**src/rtl/rht_pkg.sv**
```systemverilog
package rht_pkg;
  parameter int unsigned ROW_W      = 16;
  parameter int unsigned ENTRIES    = 16;
  parameter int unsigned CNT_W      = 16;
  parameter int unsigned FIFO_DEPTH = 4;

  typedef logic [ROW_W-1:0] row_t;
  typedef logic [CNT_W-1:0] cnt_t;
endpackage

```
**src/rtl/rht_table.sv**
```systemverilog
module rht_table #(
  parameter int unsigned ENTRIES = rht_pkg::ENTRIES,
  parameter int unsigned ROW_W   = rht_pkg::ROW_W,
  parameter int unsigned CNT_W   = rht_pkg::CNT_W
) (
  input  logic                     clk,
  input  logic                     rst_n,
  input  logic                     ev_valid,
  input  logic [ROW_W-1:0]         ev_row,
  input  logic                     clear,
  input  logic [CNT_W-1:0]         threshold,
  output logic                     fire,
  output logic [ROW_W-1:0]         fire_row,
  output logic [ENTRIES*CNT_W-1:0] cnt_flat
);
  localparam int unsigned IDX_W = $clog2(ENTRIES);

  logic [ROW_W-1:0] rows_q [ENTRIES];
  logic [CNT_W-1:0] cnts_q [ENTRIES];
  logic [ROW_W-1:0] rows_n [ENTRIES];
  logic [CNT_W-1:0] cnts_n [ENTRIES];

  logic             hit;
  logic [IDX_W-1:0] hit_idx, min_idx, sel;
  logic [CNT_W-1:0] min_cnt, base, bump;
  logic             upd_en;

  // lookup and victim selection
  always_comb begin
    hit     = 1'b0;
    hit_idx = '0;
    for (int i = 0; i < ENTRIES; i++) begin
      if (!hit && rows_q[i] == ev_row) begin
        hit     = 1'b1;
        hit_idx = IDX_W'(i);
      end
    end
    min_idx = '0;
    min_cnt = cnts_q[0];
    for (int i = 1; i < ENTRIES; i++) begin
      if (cnts_q[i] < min_cnt) begin
        min_cnt = cnts_q[i];
        min_idx = IDX_W'(i);
      end
    end
    sel  = hit ? hit_idx : min_idx;
    base = clear ? '0 : cnts_q[sel];
    bump = (&base) ? base : base + 1'b1;
    fire = ev_valid && (bump >= threshold);
  end

  assign fire_row = ev_row;
  assign upd_en   = ev_valid | clear;

  // next state
  always_comb begin
    for (int i = 0; i < ENTRIES; i++) begin
      rows_n[i] = rows_q[i];
      cnts_n[i] = clear ? '0 : cnts_q[i];
    end
    if (ev_valid) begin
      rows_n[sel] = ev_row;
      cnts_n[sel] = fire ? '0 : bump;
    end
  end

  always_ff @(posedge clk or negedge rst_n) begin
    if (!rst_n) begin
      for (int i = 0; i < ENTRIES; i++) begin
        rows_q[i] <= '0;
        cnts_q[i] <= '0;
      end
    end else if (upd_en) begin
      for (int i = 0; i < ENTRIES; i++) begin
        rows_q[i] <= rows_n[i];
        cnts_q[i] <= cnts_n[i];
      end
    end
  end

  for (genvar g = 0; g < ENTRIES; g++) begin : g_flat
    assign cnt_flat[g*CNT_W +: CNT_W] = cnts_q[g];
  end
endmodule

```
**src/rtl/rht_fifo.sv**
```systemverilog
module rht_fifo #(
  parameter int unsigned DEPTH  = rht_pkg::FIFO_DEPTH,
  parameter int unsigned W      = rht_pkg::ROW_W,
  parameter int unsigned FILL_W = $clog2(DEPTH + 1)
) (
  input  logic              clk,
  input  logic              rst_n,
  input  logic              push_a,
  input  logic [W-1:0]      data_a,
  input  logic              push_b,
  input  logic [W-1:0]      data_b,
  input  logic              pop,
  output logic              out_valid,
  output logic [W-1:0]      out_data,
  output logic              overflow,
  output logic [FILL_W-1:0] fill
);
  localparam int unsigned PTR_W = $clog2(DEPTH);

  logic [W-1:0]      mem_q [DEPTH];
  logic [W-1:0]      mem_n [DEPTH];
  logic [PTR_W-1:0]  wptr_q, wptr_n, rptr_q, rptr_n;
  logic [FILL_W-1:0] fill_q, fill_n;
  logic              ovf_q, ovf_n;
  logic              take_a, take_b, en;
  int                space;

  always_comb begin
    space  = int'(DEPTH) - int'(fill_q) + int'(pop);
    take_a = push_a && (space > 0);
    take_b = push_b && ((space - int'(take_a)) > 0);
    for (int i = 0; i < DEPTH; i++) mem_n[i] = mem_q[i];
    if (take_a) mem_n[wptr_q] = data_a;
    if (take_b) mem_n[wptr_q + PTR_W'(take_a)] = data_b;
    wptr_n = wptr_q + PTR_W'(take_a) + PTR_W'(take_b);
    rptr_n = rptr_q + PTR_W'(pop);
    fill_n = FILL_W'(int'(fill_q) + int'(take_a) + int'(take_b) - int'(pop));
    ovf_n  = ovf_q | (push_a & ~take_a) | (push_b & ~take_b);
  end

  assign en = push_a | push_b | pop;

  always_ff @(posedge clk or negedge rst_n) begin
    if (!rst_n) begin
      for (int i = 0; i < DEPTH; i++) mem_q[i] <= '0;
      wptr_q <= '0;
      rptr_q <= '0;
      fill_q <= '0;
      ovf_q  <= 1'b0;
    end else if (en) begin
      for (int i = 0; i < DEPTH; i++) mem_q[i] <= mem_n[i];
      wptr_q <= wptr_n;
      rptr_q <= rptr_n;
      fill_q <= fill_n;
      ovf_q  <= ovf_n;
    end
  end

  assign out_valid = (fill_q != '0);
  assign out_data  = mem_q[rptr_q];
  assign overflow  = ovf_q;
  assign fill      = fill_q;
endmodule

```
**src/rtl/rht_tracker.sv**
```systemverilog
module rht_tracker #(
  parameter int unsigned ROW_W      = rht_pkg::ROW_W,
  parameter int unsigned ENTRIES    = rht_pkg::ENTRIES,
  parameter int unsigned CNT_W      = rht_pkg::CNT_W,
  parameter int unsigned FIFO_DEPTH = rht_pkg::FIFO_DEPTH
) (
  input  logic             clk,
  input  logic             rst_n,
  input  logic             act_valid,
  input  logic [ROW_W-1:0] act_row,
  input  logic             window_tick,
  input  logic [CNT_W-1:0] threshold,
  output logic             req_valid,
  output logic [ROW_W-1:0] req_row,
  input  logic             req_ready,
  output logic             overflow_err
);
  localparam int unsigned FILL_W  = $clog2(FIFO_DEPTH + 1);
  localparam logic [ROW_W-1:0] ROW_MAX = {ROW_W{1'b1}};

  logic                     pend_v, pend_v_n;
  logic [ROW_W-1:0]         pend_row, pend_row_n;
  logic                     fifo_ne;
  logic [ROW_W-1:0]         fifo_row;
  logic [FILL_W-1:0]        fifo_fill;
  logic                     accept, pend_en;
  logic                     ev_valid;
  logic [ROW_W-1:0]         ev_row;
  logic                     fire;
  logic [ROW_W-1:0]         fire_row;
  logic                     push_lo, push_hi;
  logic [ENTRIES*CNT_W-1:0] cnt_flat;

  // offer only when no accepted refresh still waits to be counted
  assign req_valid = fifo_ne & ~pend_v;
  assign req_row   = fifo_row;
  assign accept    = req_valid & req_ready;

  // activations take the update port first
  assign ev_valid = act_valid | pend_v;
  assign ev_row   = act_valid ? act_row : pend_row;

  always_comb begin
    pend_v_n   = accept | (pend_v & act_valid);
    pend_row_n = accept ? fifo_row : pend_row;
  end
  assign pend_en = accept | pend_v;

  always_ff @(posedge clk or negedge rst_n) begin
    if (!rst_n) begin
      pend_v   <= 1'b0;
      pend_row <= '0;
    end else if (pend_en) begin
      pend_v   <= pend_v_n;
      pend_row <= pend_row_n;
    end
  end

  rht_table #(.ENTRIES(ENTRIES), .ROW_W(ROW_W), .CNT_W(CNT_W)) u_table (
    .clk       (clk),
    .rst_n     (rst_n),
    .ev_valid  (ev_valid),
    .ev_row    (ev_row),
    .clear     (window_tick),
    .threshold (threshold),
    .fire      (fire),
    .fire_row  (fire_row),
    .cnt_flat  (cnt_flat)
  );

  assign push_lo = fire && (fire_row != '0);
  assign push_hi = fire && (fire_row != ROW_MAX);

  rht_fifo #(.DEPTH(FIFO_DEPTH), .W(ROW_W), .FILL_W(FILL_W)) u_fifo (
    .clk       (clk),
    .rst_n     (rst_n),
    .push_a    (push_lo),
    .data_a    (fire_row - 1'b1),
    .push_b    (push_hi),
    .data_b    (fire_row + 1'b1),
    .pop       (accept),
    .out_valid (fifo_ne),
    .out_data  (fifo_row),
    .overflow  (overflow_err),
    .fill      (fifo_fill)
  );
endmodule

```
**config.mk**
```make
export PLATFORM = sky130hd
export DESIGN_NAME = rht_tracker
export DESIGN_NICKNAME = d
export VERILOG_FILES = /design/src/rtl/rht_pkg.sv /design/src/rtl/rht_table.sv /design/src/rtl/rht_fifo.sv /design/src/rtl/rht_tracker.sv
export SDC_FILE = /design/constraint.sdc
export NUM_CORES = 2
export LEC_CHECK = 0
export BUFFER_PORTS_ARGS = -buffer_cell sky130_fd_sc_hd__buf_4
export CORE_ASPECT_RATIO = 1.4
export CORE_MARGIN = 8
export CORE_UTILIZATION = 58
export DETAILED_ROUTE_END_ITERATION = 8
export PLACE_DENSITY = 0.77
export SETUP_SLACK_MARGIN = 0.5
export SLEW_MARGIN = 30
export SYNTH_ARGS = -nofsm -noshare
export SYNTH_HDL_FRONTEND = slang
export SYNTH_SLANG_ARGS = --single-unit
```
**constraint.sdc**
```tcl
create_clock -name clk -period 45.2 [get_ports clk]
set_input_delay 9.04 -clock clk [delete_from_list [all_inputs] [get_ports clk]]
set_output_delay 9.04 -clock clk [all_outputs]
set_load 0.01 [all_outputs]
```
==> out/qor.txt <==
initial antenna violation count - 4
P&R area growth vs syn - 13.0%
Mapped Area - 39600 µm²
total grt overflow - 0
hold crit path type - flop to flop
Post-Synthesis Net Count - 4832
Post-Syn Area per Cell - 8.69 µm²
Post-synth EDFFs - 0
final worst-path cycle share - 93.8%
final setup violation count - 0
Final nets - 4848
Clock Path Buffers - 3
via count - 35900
Post-DP Area - 41300 µm²
CTS Hold Bufs - 0
DIE AREA - 77000 µm²
share of the synthesized area in the top cell type - 38.0%
kind of critical path - flop to flop
post-route setup slack - 2790 ps
Synth area leaders - dfrtp_1 38%, ha_1 7.6%, xnor2_1 6.4%, a21oi_1 5.5%, nand2_1 5.2%
Syn Inst Count - 4554
antenna-violating nets left - 0
Worst-path clk slew - 70 ps
1st-pass router iterations - 8
Yosys top cell by area - dfrtp_1
Non-Filler Instances - 5485
CTS tree - done
worst path bufs/invs - 35
slowest stage cell, crit path - o31ai_4
YS warnings - 0
CP required - 45750 ps
number of synthesized register bits - 601
Place WS - -808 ps
critical path depth - 235
critical path fanouts, max - 45
IO Count - 55
IO Port Bufs - 54
clock latency on the worst-skew pair - 670 ps
Max Slew Vio Count - 0
Root Buffer - clkbuf_16
clk sink count - 601
Reg2Reg Depth - 235
CP arrival - 42970 ps
asr flop ratio synth - 100%
Clock Skew - 27.8 ps
Vias/cell - 6.54
H-tree depth - 2
Max-cap violations - 0
Fillers - 5417
most numerous cell in the Yosys netlist - dfrtp_1
drt wl/cell - 24.9 µm
fin crit period - 42410 ps
Setup crit end kind - flop
dpl cells - 5311
Crit path max-delay family - compound AO/OA/AOI/OAI gates
synth cell count leaders - 601 x dfrtp_1, 550 x nand2_1, 468 x nor2_1
max_slew headroom - 29.7%
Design Area, Final - 44700 µm²
# DRC - 0
Rows - 113
Starting Density - 58.5%
largest net degree at the start of global routing - 168
first-pass GRT wire length - 204000 µm
global router's overall resource usage - 33.9%
Main synth FF type - dfrtp_1
RSZ-0062 raised after global routing - false
core area - 67700 µm²
worst hold stages - 2
Routability Congestion - 1.08
Die X - 237 µm
fmax - 23.6 MHz
slew of the pin with the lowest slew margin - 1050 ps
DIE HEIGHT - 325 µm
total negative slack - 0 ps
TritonCTS Buffers - 60
Max stage delay on crit path - 680 ps
initial drt markers - 3699
hpwl dp - 93300 µm
sequential-to-total area share from yosys stat - 38.0%
Final Hold Fails - 0
library cells used by synthesis - 112
Top cell by count, worst path - o21ai_0
total wire length - 137000 µm
outcome - complete, no violations
critical path launch point type - flop
layout cells sized above 1 - 14.6%
vias in the first global route - 34900
-- per-stage QoR --
stage,hold slack (ps),utilization [%]
after floorplan,445,-
after global placement,460,61.0
after detailed placement,471,61.0
after CTS,486,64.3
after global routing,504,66.1
final,488,66.1
-- routing by layer --
layer	track usage, %	part of all wire (%)	vias up
li1	-	-	16100
met1	38.4	36	17300
met2	56.6	47	1864
met3	5.72	7.8	700
met4	25.9	9.6	2
met5	0	0.0095	-
-- path summary, 6_finish.rpt --
check	start	end	slack [ps]
min in group asynchronous	rst_n	u_table.rows_q[196]	8350
hold / removal	u_fifo.mem_q[54]	u_fifo.mem_q[54]	490
max in group asynchronous	rst_n	u_table.cnt_flat[191]	33500
hold reg to reg	u_fifo.mem_q[54]	u_fifo.mem_q[54]	490
setup / recovery	u_table.cnt_flat[1]	u_fifo.fill[2]	2790
setup reg to reg	u_table.cnt_flat[1]	u_fifo.fill[2]	2790
-- worst reg2reg max path: cells and delay by family, from the launching register on --
kind                     cells  cell delay, ps
flip-flops                   1             410
buffers and inverters       35            5320
XOR/XNOR                     1             170
AO/OA/AOI/OAI               97           18480
AND/OR/NAND/NOR             76           10940
adder cells (fa/ha/maj)     19            5450
multiplexers                 7            1470
-- kinds of logic after synthesis --
| group | count (synthesis) | share of synthesized area (%) |
|---|---|---|
| compound gates | 1230 | 19.1 |
| xor+xnor | 310 | 6.88 |
| fa+ha+maj | 246 | 7.78 |
| buf+inv | 499 | 4.99 |
| flops | 601 | 38.0 |
| mux | 251 | 7.26 |
| simple gates | 1417 | 16.0 |
-- repair_timing --
action | in CTS | in global routing
cloned | 0 | 10
endpoints found under the setup margin | 71 | 328
buffers inserted | 2 | 44
pin swaps | 2 | 29
resized for setup | 15 | 144
-- layout by cell type, fill, tap and decap left out, types with 12 or more instances in the layout --
cell / synthesis / final
clkinv_2: 0 / 15
nand2b_1: 30 / 29
nand4_1: 70 / 70
a21oi_1: 438 / 414
mux2i_4: 0 / 21
mux4_2: 20 / 20
and3_1: 17 / 15
nand2_1: 550 / 541
inv_1: 206 / 204
xnor2_1: 288 / 282
o21ai_0: 356 / 343
a21oi_2: 2 / 24
ha_1: 239 / 238
mux2i_2: 0 / 12
buf_4: 6 / 212
nor2_2: 0 / 27
dfrtp_1: 601 / 599
a31oi_1: 32 / 31
xor2_1: 21 / 21
mux2i_1: 142 / 109
mux2_2: 88 / 88
nor2_1: 468 / 439
and2_1: 25 / 18
and4_1: 13 / 13
nor3_1: 34 / 31
nor2b_1: 27 / 26
clkbuf_16: 0 / 67
a31o_2: 12 / 12
o21ai_1: 60 / 69
nor4_1: 77 / 75
a211oi_1: 26 / 23
a22oi_1: 23 / 19
nand3_1: 51 / 49
a32o_1: 19 / 18
a21o_1: 57 / 57
o211ai_1: 30 / 30
-- cell type report --
type,instances,area [µm²],area share (%)
timing repair buffer,244,2140,4.79
tap,862,1080,2.41
clock inverter,30,437,0.976
multi-input combinational,3456,23500,52.6
clock buffer,83,1720,3.84
antenna,2,5.00,0.0112
sequential,601,15000,33.6
inverter,207,777,1.74
-- state kept, by name, indices dropped and copies added, names as in the netlist --
signal            cells
u_table.cnt_flat    256
u_table.rows_q      256
u_fifo.mem_q         64
pend_row             16
u_fifo.fill           3
u_fifo.rptr_q         2
u_fifo.wptr_q         2
pend_v                1
u_fifo.overflow       1
Power is left out: the tool's default activity adds up to more than one toggle a clock period on the data nets, which glitch-free logic cannot reach.
